===== src/rtl/isq_pkg.sv =====
package isq_pkg;

    // Top-level phase of the sequencer
    typedef enum logic [1:0] {
        PH_IDLE = 2'd0,
        PH_CAPT = 2'd1,
        PH_READ = 2'd2
    } phase_e;

    // Per-sample readout step; the order is the order of issue
    typedef enum logic [1:0] {
        ST_RST   = 2'd0,
        ST_SRST  = 2'd1,
        ST_SHIFT = 2'd2,
        ST_SSIG  = 2'd3
    } step_e;

endpackage


===== src/rtl/isq_pace.sv =====
// Restartable modulo-DIV pace counter; the caller decodes its phase.
module isq_pace #(
    parameter int DIV = 4,
    localparam int W = $clog2(DIV > 1 ? DIV : 2)
) (
    input  logic         clk_i,
    input  logic         rst_ni,
    input  logic         clr_i,
    input  logic         en_i,
    output logic [W-1:0] cnt_o,
    output logic         wrap_o
);
    localparam logic [W-1:0] LAST = W'(DIV - 1);

    logic [W-1:0] cnt_d, cnt_q;

    always_comb begin
        cnt_d = cnt_q;
        if (clr_i) begin
            cnt_d = '0;
        end else if (en_i) begin
            cnt_d = (cnt_q == LAST) ? '0 : cnt_q + 1'b1;
        end
    end

    always_ff @(posedge clk_i or negedge rst_ni) begin
        if (!rst_ni) begin
            cnt_q <= '0;
        end else begin
            cnt_q <= cnt_d;
        end
    end

    assign cnt_o  = cnt_q;
    assign wrap_o = (cnt_q == LAST);
endmodule


===== src/rtl/isq_row_dec.sv =====
// Gated binary-to-one-hot row decoder.
module isq_row_dec #(
    parameter int N = 16,
    localparam int W = $clog2(N > 1 ? N : 2)
) (
    input  logic         en_i,
    input  logic [W-1:0] idx_i,
    output logic [N-1:0] sel_o
);
    for (genvar g = 0; g < N; g++) begin : g_row
        assign sel_o[g] = en_i && (idx_i == W'(g));
    end
endmodule


===== src/rtl/insitu_seq.sv =====
module insitu_seq
    import isq_pkg::*;
#(
    parameter int NUM_ROWS  = 16,
    parameter int NUM_SLOTS = 20,
    parameter int CAPT_DIV  = 5000,
    parameter int READ_DIV  = 100
) (
    input  logic                clk_i,
    input  logic                rst_ni,
    input  logic                trig_i,
    output logic                xfer_o,
    output logic                shift_o,
    output logic [NUM_ROWS-1:0] rsel_o,
    output logic                prst_o,
    output logic                smp_rst_o,
    output logic                smp_sig_o,
    output logic                busy_o,
    output logic                done_o,
    output logic                ovr_o
);
    localparam int RW = $clog2(NUM_ROWS > 1 ? NUM_ROWS : 2);
    localparam int SW = $clog2(NUM_SLOTS > 1 ? NUM_SLOTS : 2);
    localparam int CW = $clog2(CAPT_DIV > 1 ? CAPT_DIV : 2);
    localparam int DW = $clog2(READ_DIV > 1 ? READ_DIV : 2);

    localparam logic [SW-1:0] SLOT_LAST = SW'(NUM_SLOTS - 1);
    localparam logic [RW-1:0] ROW_LAST  = RW'(NUM_ROWS - 1);
    localparam logic [CW-1:0] CAP_XFER  = '0;
    localparam logic [CW-1:0] CAP_SHIFT = CW'(1);

    typedef struct packed {
        phase_e        ph;
        step_e         st;
        logic [SW-1:0] slot;   // capture slot index
        logic [SW-1:0] smp;    // readout sample index within a row
        logic [RW-1:0] row;    // readout row index
        logic          done;
        logic          ovr;
    } seq_t;

    seq_t s_d, s_q;

    logic          cap_clr, cap_wrap;
    logic [CW-1:0] cap_cnt;
    logic          rd_clr, rd_wrap, rd_first;
    logic [DW-1:0] rd_cnt;
    logic          in_capt, in_read;

    assign in_capt  = (s_q.ph == PH_CAPT);
    assign in_read  = (s_q.ph == PH_READ);
    assign rd_first = (rd_cnt == '0);

    isq_pace #(.DIV(CAPT_DIV)) u_cap_pace (
        .clk_i  (clk_i),
        .rst_ni (rst_ni),
        .clr_i  (cap_clr),
        .en_i   (in_capt),
        .cnt_o  (cap_cnt),
        .wrap_o (cap_wrap)
    );

    isq_pace #(.DIV(READ_DIV)) u_rd_pace (
        .clk_i  (clk_i),
        .rst_ni (rst_ni),
        .clr_i  (rd_clr),
        .en_i   (in_read),
        .cnt_o  (rd_cnt),
        .wrap_o (rd_wrap)
    );

    isq_row_dec #(.N(NUM_ROWS)) u_row_dec (
        .en_i  (in_read),
        .idx_i (s_q.row),
        .sel_o (rsel_o)
    );

    always_comb begin
        s_d      = s_q;
        s_d.done = 1'b0;
        cap_clr  = 1'b0;
        rd_clr   = 1'b0;
        unique case (s_q.ph)
            PH_IDLE: begin
                if (trig_i) begin
                    s_d.ph   = PH_CAPT;
                    s_d.slot = '0;
                    cap_clr  = 1'b1;
                end
            end
            PH_CAPT: begin
                if (trig_i) begin
                    s_d.ovr = 1'b1;
                end
                if (cap_wrap) begin
                    if (s_q.slot == SLOT_LAST) begin
                        s_d.ph  = PH_READ;
                        s_d.st  = ST_RST;
                        s_d.smp = '0;
                        s_d.row = '0;
                        rd_clr  = 1'b1;
                    end else begin
                        s_d.slot = s_q.slot + 1'b1;
                    end
                end
            end
            PH_READ: begin
                if (trig_i) begin
                    s_d.ovr = 1'b1;
                end
                if (rd_first && s_q.st == ST_SSIG &&
                    s_q.smp == SLOT_LAST && s_q.row == ROW_LAST) begin
                    // final signal strobe is issued this cycle
                    s_d.ph   = PH_IDLE;
                    s_d.done = 1'b1;
                end else if (rd_wrap) begin
                    if (s_q.st == ST_SSIG) begin
                        s_d.st = ST_RST;
                        if (s_q.smp == SLOT_LAST) begin
                            s_d.smp = '0;
                            s_d.row = s_q.row + 1'b1;
                        end else begin
                            s_d.smp = s_q.smp + 1'b1;
                        end
                    end else begin
                        s_d.st = step_e'(s_q.st + 2'd1);
                    end
                end
            end
            default: begin
                s_d.ph = PH_IDLE;
            end
        endcase
    end

    always_ff @(posedge clk_i or negedge rst_ni) begin
        if (!rst_ni) begin
            s_q <= '0;
        end else begin
            s_q <= s_d;
        end
    end

    assign xfer_o    = in_capt && (cap_cnt == CAP_XFER);
    assign shift_o   = (in_capt && (cap_cnt == CAP_SHIFT)) ||
                       (in_read && rd_first && s_q.st == ST_SHIFT);
    assign prst_o    = in_read && rd_first && (s_q.st == ST_RST);
    assign smp_rst_o = in_read && rd_first && (s_q.st == ST_SRST);
    assign smp_sig_o = in_read && rd_first && (s_q.st == ST_SSIG);
    assign busy_o    = (s_q.ph != PH_IDLE);
    assign done_o    = s_q.done;
    assign ovr_o     = s_q.ovr;
endmodule


===== config.mk =====
export PLATFORM = sky130hd
export DESIGN_NAME = insitu_seq
export DESIGN_NICKNAME = d
export VERILOG_FILES = /design/src/rtl/isq_pkg.sv /design/src/rtl/isq_pace.sv /design/src/rtl/isq_row_dec.sv /design/src/rtl/insitu_seq.sv
export SDC_FILE = /design/constraint.sdc
export NUM_CORES = 1
export LEC_CHECK = 0
export ABC_AREA = 1
export BUFFER_PORTS_ARGS = -buffer_cell sky130_fd_sc_hd__buf_2
export CORE_AREA = 8 8 92 94
export DETAILED_ROUTE_END_ITERATION = 7
export DIE_AREA = 0 0 100 102
export GPL_ROUTABILITY_DRIVEN = 1
export GPL_TIMING_DRIVEN = 0
export HOLD_SLACK_MARGIN = 0.06
export PLACE_DENSITY_LB_ADDON = 0.08
export SYNTH_ARGS = -nofsm -noshare
export SYNTH_HDL_FRONTEND = slang
export SYNTH_SLANG_ARGS = --single-unit

===== constraint.sdc =====
create_clock -name clk_i -period 1.9 [get_ports clk_i]
set_clock_uncertainty 0.05 [all_clocks]
set_input_delay 0.095 -clock clk_i [delete_from_list [all_inputs] [get_ports clk_i]]
set_output_delay 0.095 -clock clk_i [all_outputs]
set_load 0.03 [all_outputs]

# After elaboration in Yosys (flattened, before gate mapping)
# Cells that the tools add are included.
# totals
wordCells	125
ff_bits	40
output_inout_bits	24
in_bits	3
# op_classes
eq_ne	34
n_reduce_logical	44
n_mux	32
add_sub_neg	6
# ops
op	count
2-to-1 mux 13 bit	3
2-to-1 mux 9 bit	4
== test 4 bit (second input constant)	8
logical AND 1 bit	26
2-to-1 mux 7 bit	3
2-to-1 mux 18 bit	1
case mux 9 bit (2 select lines)	1
== test 4 x 3 -> 1 bit (second input constant)	4
2-to-1 mux 5 bit	3
adder 13 x 1 -> 13 bit (second input constant)	1
== test 13 x 1 -> 1 bit (second input constant)	1
== test 13 bit (second input constant)	1
zero test 13 bit	1
adder 5 x 1 -> 5 bit (second input constant)	2
== test 5 bit (second input constant)	2
2-to-1 mux 2 bit	5
!= test 2 bit (second input constant)	5
case mux 5 bit (2 select lines)	1
nonzero test 2 bit	5
== test 4 x 2 -> 1 bit (second input constant)	2
2-to-1 mux 4 bit	2
!= test 2 x 1 -> 1 bit (second input constant)	4
AND reduction 4 bit	2
adder 7 x 1 -> 7 bit (second input constant)	1
other kinds (18)	28

# Depth between registers and ports, before layout
# Gate-level depths: netlist (run 1).
# depth
ltp_word	6
ltp_mapped	11

# By module
# Synthesis (run 1) repeated with hierarchy kept, for this count alone.
# hier_totals
hier_cells	395
hier_area_um2	2773.9
# modules_own_cells
mod	cells_per_inst	area_per_inst_um2	seq_area_each_um2	n_inst
insitu_seq	187	1408.9	500.5	1
isq_pace at u_cap_pace	124	834.6	325.3	1
isq_pace at u_rd_pace	52	404.1	175.2	1
isq_row_dec	32	126.4	0.0	1

# Worst setup path before layout (run 1)
# No wires, ideal clock.
# synth_timing
path_type	reg-to-output
startpoint	reg s_q[19] (netlist bit)
endpoint	out shift_o
path_stages_with_launch	6
t_arrival_ns	1.525
required_time_ns	1.755
slack_ns	0.230
cell_sequence	dfrtp_1 > inv_1 > ha_1 > buf_2 > nand2_1 > o21ai_0
# synth_between
elab_chain_len	4
word_cells_on_any_way	6
cone_classes	2 x eq/ne; 4 x reduce/logical
# synth_rtl
element	line	rtl
from (decl)	insitu_seq.sv:42	seq_t s_d, s_q;
from (signal assigned)	insitu_seq.sv:138	s_q <= '0;
from (signal assigned)	insitu_seq.sv:140	s_q <= s_d;
== test 2 bit	insitu_seq.sv:51	assign in_read = (s_q.ph == PH_READ);
logical AND 1 bit (2 in a row)	insitu_seq.sv:146	(in_read && rd_first && s_q.st == ST_SHIFT);
logical OR 1 bit *	insitu_seq.sv:145	assign shift_o = (in_capt && (cap_cnt == CAP_SHIFT)) ||
to (decl)	insitu_seq.sv:13	output logic shift_o,
# Every way passes the cells marked *; elsewhere a longest branch is shown, timed or not.

# Final worst setup path (run 1)
# layout_timing
startpoint	reg s_q[19] (netlist bit)
endpoint	reg s_q[6] (netlist bit)
# layout_between
elab_chain_len	3
word_cells_on_any_way	10
cone_classes	7 x eq/ne; 1 x mux; 2 x reduce/logical
# layout_rtl
element	line	rtl
== test 2 bit / == test 2 x 1 -> 1 bit (equally long branches)	insitu_seq.sv:83	unique case (s_q.ph)
!= test 2 x 1 -> 1 bit (no source line) (tied with other cells)	-	
AND reduction 6 bit (no source line)	-	
# Several ways; a longest one is shown, not always the timed one.
# A chain may end at the register's enable or synchronous reset.

==> flow_summary.yaml, run 1 <==
timing:
  setup_viol: 0
  max_slew_margin: 0.3819
  setup_ws_ns: 0.08899
  tns_ns: 0
  fin_crit_sh: 0.9532
  drv_slew: 0
  rsz0062_at_grt: "yes"
  fin_crit_ns: 1.811
  fmax_mhz: 552.2
  hold_viol_final: 0
  tightest_slew_ns: 0.9272
synthesis:
  syn_avg_cell_area_um2: 7.655
  synth_area_leader_cell: "dfrtp_1"
  synthFlopType: "dfrtp_1"
  synth_warnings: 0
  synth_top_area_frac: 0.3768
  synth_cell_types: 29
  synth_edf_count: 0
  ys_async_sr_fraction: 1.000
  netlist_area_um2: 2656
  synth_seq_cells: 40
  synth_most_common_cell: "nand2_1"
  yosysSeqAreaShare: 0.3768
  synth_top_cells_by_area: "dfrtp_1, nand2_1, ha_1"
  yosys-top-cells-count: "nand2_1, nor2_1, inv_1"
  synth_fp_nets: 369
  synth_cells: 347
power_and_ir_drop:
  power_density_nw_per_um2: 1129
  vdd_drop_max_mv: 0.6489
  finalPower_mw: 3.467
  leakagePower_nw: 1.474
cts:
  cts.sinks: 40
  htreeDepth: 2
  insertion_delay_ns: 0.30
  cts_root_buf: "clkbuf_8"
  path_clk_slew_ns: 0.07
  clockBufferDepth: 2
  cts-buffers-inserted: 5
  cts_tree: "done"
drt:
  routed.top_layer: "met4"
  vias_per_cell: 4.666
  dr_wl_met2_mm: 2.858
  route.met3.wl_um: 122
  drt-wirelength-per-cell_um: 12.53
  wl_met1_mm: 3.018
  antenna_left: 0
  firstDrtPassIters: 4
  drc: 0
  dr_total_vias: 2249
  routed_wl_mm: 6.041
  drtIter0Drc: 91
die:
  die_area_um2: 10200
  start_util: 0.3763
  die_w_um: 100
  rows: 31
  ios: 27
  die_y_um: 102
  core-area_um2: 7059
layout:
  fin_util: 0.4350
  antenna_cells: 0
  seqCellArea_um2: 1001
  multi_input_area_um2: 1491
  area_growth_syn_to_layout_pct: 15.59
  nets: 405
  finalNonFillerCells: 482
  layout-drive-gt1-share: 0.1723
  nFillCells: 767
place:
  gp_congestion: 0.7624
  dp.cells: 472
  io_buffers: 26
  post-place-ws_ns: -0.2062
  dp_hpwl_mm: 4.489
min_path:
  worst_hold_path_type: "flip-flop to flip-flop"
  hold_depth: 1
  min-delay-start: "ovr_o"
critical_path:
  cp.depth: 9
  cp-startpoint: "s_q[19]"
  crit_buf_inv: 3
  crit_path_end_kind: "flip-flop"
  ff2ff_path_depth: 9
  max_stage_delay_ns: 0.37
  arrival_ns: 1.94
  worstPathMaxFanout: 9
  critPathKind: "flip-flop to flip-flop"
  reg2reg_from: "s_q[19]"
  path_cells: "inv_1 > ha_1 > buf_2 > nand2_1 > inv_1 > nor2_4 > nand3_2 > nand2_1 > nand2_1"
  crit_required_ns: 2.03
  cp_common_cell: "nand2_1"
  critical_path.top_delay_family: "simple AND/OR/NAND/NOR gates"
  cp_slowest_cell: "dfrtp_1"
  crit_path_start_kind: "flip-flop"
grt:
  grt_pass1_wl_mm: 10.38
  grt_overflow: 0
  grtUsageTotal: 0.1270
  grt_pass1_vias: 2197
  grt_max_degree: 41
  antenna_found_initial: 0
outcome:
  status: "finished clean"
flow_run:
  cap_violations: 0
registers in the layout, indices dropped and copies added (netlist names):
register          flops
done_o                1
ovr_o                 1
u_rd_pace.cnt_o       7
s_q                  18
u_cap_pace.cnt_o     13
worst reg2reg max path, delay by kind of cell (launching register included):
kind | cells | cell delay (ns)
buffers and inverters | 3 | 0.39
and+or+nand+nor | 5 | 0.72
adders and majority gates | 1 | 0.17
DFF | 1 | 0.37
area by class of cell:
cell class,instances,share of cell area
multi-input combinational,257,0.4857
inverter,46,0.05705
timing repair buffer,29,0.05746
clock inverter,1,0.001630
buffer,4,0.008150
tap,99,0.04034
sequential,40,0.3260
clock buffer,6,0.02363
metrics by stage:
step	instance area [um^2]	hold WS (ns)
floorplan	2656	-0.2506
global placement	2910	0.2455
detailed placement	2910	0.2535
CTS	3029	0.4122
global route	3070	0.4334
finish	3070	0.4040
kinds of logic after synthesis:
group	synth area share
compound gates	0.07914
fa+ha+maj	0.08950
xor+xnor	0.05606
simple gates	0.3264
flops	0.3768
buf+inv	0.07207
per-layer routing:
| metal | track usage | vias to the layer above |
|---|---|---|
| met5 | 0 | - |
| met2 | 0.2109 | 14 |
| li1 | - | 1178 |
| met3 | 0.02725 | 4 |
| met1 | 0.1625 | 1053 |
| met4 | 0.03488 | 0 |
cells in the final DEF, fill, tap and decap left out, types with 2 or more instances in the layout:
cell type      instances
o21ai_0               24
clkbuf_4               2
ha_1                  18
xnor2_1                3
buf_4                  4
buf_6                  2
nor3_1                 5
buf_2                 21
or2_2                  3
inv_1                 42
nor2_1                47
nor2_8                 2
clkbuf_8               5
nand3_2                5
xor2_1                14
dfrtp_1               40
nand2_4                2
nor2_2                 5
o22ai_1                7
nand3_1               25
nand4_1                9
nand2_1               73
dlygate4sd3_1          2
nor2_4                 4
o21ai_2                3
inv_2                  3
nand3b_1               2
clkbuf_1               2
final timing paths:
check | end | slack [ns]
max reg2reg | s_q[6] | 0.09
min reg2reg | ovr_o | 0.40
max | s_q[6] | 0.09
max in group asynchronous | s_q[11] | 0.79
min in group asynchronous | u_cap_pace.cnt_o[5] | 0.41
min | ovr_o | 0.40
power by group:
group	switching, mW	internal [mW]
Sequential	0.173	1.01
Clock	0.296	0.250
Combinational	1.20	0.537
Total	1.67	1.79
repair_timing:
| action | CTS | global route |
|---|---|---|
| resized for setup | 6 | 16 |
| endpoints found under the hold margin | 41 | 0 |
| setup buffers | 1 | 0 |
| pin swaps | 0 | 1 |
| setup endpoints to repair | 25 | 44 |
| hold buffers | 2 | 0 |
No activity file was read; power rests on OpenSTA's default activity.
==> run 2, diff against run 1 <==
--- a/config.mk
+++ b/config.mk
@@ -5,15 +5,17 @@
 export SDC_FILE = /design/constraint.sdc
 export NUM_CORES = 1
 export LEC_CHECK = 0
-export ABC_AREA = 1
+export ABC_AREA = 0
 export BUFFER_PORTS_ARGS = -buffer_cell sky130_fd_sc_hd__buf_2
-export CORE_AREA = 8 8 92 94
+export CORE_AREA = 8 8 95 97
 export DETAILED_ROUTE_END_ITERATION = 7
-export DIE_AREA = 0 0 100 102
+export DIE_AREA = 0 0 103 105
 export GPL_ROUTABILITY_DRIVEN = 1
 export GPL_TIMING_DRIVEN = 0
 export HOLD_SLACK_MARGIN = 0.06
 export PLACE_DENSITY_LB_ADDON = 0.08
+export RECOVER_POWER = 25
+export SLEW_MARGIN = 20
 export SYNTH_ARGS = -nofsm -noshare
 export SYNTH_HDL_FRONTEND = slang
 export SYNTH_SLANG_ARGS = --single-unit
==> flow_summary.yaml, run 2 <==
outcome:
  status: "finished, violations left"
  violations: "negative setup slack"
timing:
  tns_ns: -2.498
  rsz0062_at_grt: "yes"
  fmax_mhz: 457.1
  setup_viol: 17
  setup_ws_ns: -0.2876
  tightest_slew_ns: 1.087
  fin_crit_sh: 1.151
  drv_slew: 0
  fin_crit_ns: 2.188
  hold_slack_ns: 0.1936
  max_slew_margin: 0.2755
  hold_viol_final: 0
grt:
  grtUsageTotal: 0.1549
  grt_overflow: 0
  grt_pass1_wl_mm: 13.48
  grt_pass1_vias: 2755
  antenna_found_initial: 0
  grt_max_degree: 41
drt:
  antenna_left: 0
  routed_wl_mm: 8.269
  drt-wirelength-per-cell_um: 16.60
  drtIter0Drc: 81
  drc: 0
  vias_per_cell: 5.436
  firstDrtPassIters: 4
  dr_total_vias: 2707
power_and_ir_drop:
  pwr-share-clk: 0.423
  power.internal_mw: 1.148
  seqPwrFrac: 0.561
  power_density_nw_per_um2: 352.5
  leakagePower_nw: 1.845
  finalPower_mw: 1.516
  p_switching_uw: 368.0
  p_comb_frac: 0.016
  p_sw_frac: 0.2428
  vdd_drop_max_mv: 0.2190
cts:
  cts_root_buf: "clkbuf_8"
  cts-buffers-inserted: 5
  cts_tree: "done"
  path_clk_slew_ns: 0.09
  htreeDepth: 2
  clockBufferDepth: 2
  insertion_delay_ns: 0.30
  cts.sinks: 40
layout:
  layout-drive-gt1-share: 0.4722
  antenna_cells: 0
  fin_util: 0.5713
  mostFrequentLayoutCell: "buf_4"
  regMostFlops: "s_q"
  nFillCells: 691
  area_growth_syn_to_layout_pct: 49.24
  layout_common_cells: "buf_4, dfrtp_1, buf_6"
  largest_register_ffs: 18
  nets: 417
min_path:
  worst_hold_path_type: "input port to flip-flop"
  hold_depth: 2
  min-delay-start: "trig_i"
die:
  die_area_um2: 10820
  start_util: 0.3828
  core-area_um2: 7527
  ios: 27
  rows: 32
  die_y_um: 105
  die_w_um: 103
critical_path:
  reg2reg_from: "u_cap_pace.cnt_o[4]"
  arrival_ns: 2.33
  critPathKind: "flip-flop to flip-flop"
  cp-startpoint: "u_cap_pace.cnt_o[4]"
  ff2ff_path_depth: 5
  crit_path_start_kind: "flip-flop"
  crit_required_ns: 2.04
  worstPathMaxFanout: 5
  crit_path_end_kind: "flip-flop"
synthesis:
  synth_warnings: 0
  netlist_area_um2: 2882
  ys_async_sr_fraction: 1.000
  synth_cells: 313
  synth_cell_types: 64
  yosys-top-cells-count: "dfrtp_1, nand2_1, ha_1"
  syn_avg_cell_area_um2: 9.206
  synth_fp_nets: 335
  synthFlopType: "dfrtp_1"
  synth_top_area_frac: 0.3474
  synth_area_leader_cell: "dfrtp_1"
  synth_top_cells_by_area: "dfrtp_1, ha_1, and2_1"
  synth_most_common_cell: "dfrtp_1"
  synth_edf_count: 0
  yosysSeqAreaShare: 0.3474
  synth_seq_cells: 40
flow_run:
  cap_violations: 0
place:
  dp_hpwl_mm: 5.121
  io_buffers: 25
  gp_congestion: 0.8111
## run 2: power groups by stage
stage,Sequential (mW),Clock [mW],Combinational [mW]
floorplan,0.868,0,0.00225
detailed placement,0.867,0,0.0238
finish,0.850,0.642,0.0239
global placement,0.867,0,0.0237
global route,0.851,0.691,0.0287
CTS,0.850,0.664,0.0256
## run 2: logic make-up after synthesis
kind of cell             after synthesis  share of synthesized area
XOR/XNOR                               5                    0.01520
multiplexers                           7                    0.02562
adder cells (fa/ha/maj)               19                    0.08250
AND/OR/NAND/NOR                      141                     0.2822
flip-flops                            40                     0.3474
buffers and inverters                 31                    0.05775
AO/OA/AOI/OAI                         70                     0.1893
## run 2: final cells by class
class / count / area [um^2] / area share
Multi-Input combinational cell: 242 / 2172 / 0.5051
Sequential cell: 40 / 1007 / 0.2342
Timing Repair Buffer: 78 / 678.2 / 0.1577
Buffer: 12 / 145.1 / 0.03375
Tap cell: 102 / 127.6 / 0.02968
Clock buffer: 6 / 82.58 / 0.01920
Inverter: 16 / 72.57 / 0.01688
Clock inverter: 2 / 15.01 / 0.003491
## run 2: repair_timing
action                                  4_1_cts  5_1_grt
resized for setup                            84       64
endpoints found under the setup margin       60       55
endpoints found under the hold margin        40        0
hold buffers                                  1        0
buffers inserted                             35       17
gates cloned                                  2        0
pin swaps                                    26       36
## run 2: worst paths after layout
kind | end | slack [ns]
setup / recovery | s_q[9] | -0.29
hold / removal | ovr_o | 0.19
setup reg to reg | s_q[9] | -0.29
hold reg to reg | ovr_o | 0.42
max in group asynchronous | u_cap_pace.cnt_o[4] | 0.55
min in group asynchronous | done_o | 0.50
## run 2: metal layers
metal  up-vias  part of all wire  track usage
met2        39              0.51       0.2689
met3        12             0.035      0.02389
met5         -                 0            0
met1      1332              0.43       0.1877
met4         0             0.016      0.05067
li1       1324                 -            -
## run 2: worst max-delay path, cell delays in order, from the launching register on
cell,delay (ns)
dfrtp_2,0.45
or4_4,0.55
o41ai_4,0.47
buf_4,0.20
nand3_4,0.09
a211o_1,0.26
## run 2: through the flow
step | cell area [um^2] | instances | worst slack [ns]
after floorplan | 2967 | 313 | -0.2047
after global placement | 3219 | 440 | -0.4484
after detailed placement | 3219 | 440 | -0.5028
after CTS | 3954 | 485 | -0.3484
after global routing | 4300 | 498 | -0.3754
final | 4300 | 498 | -0.2876
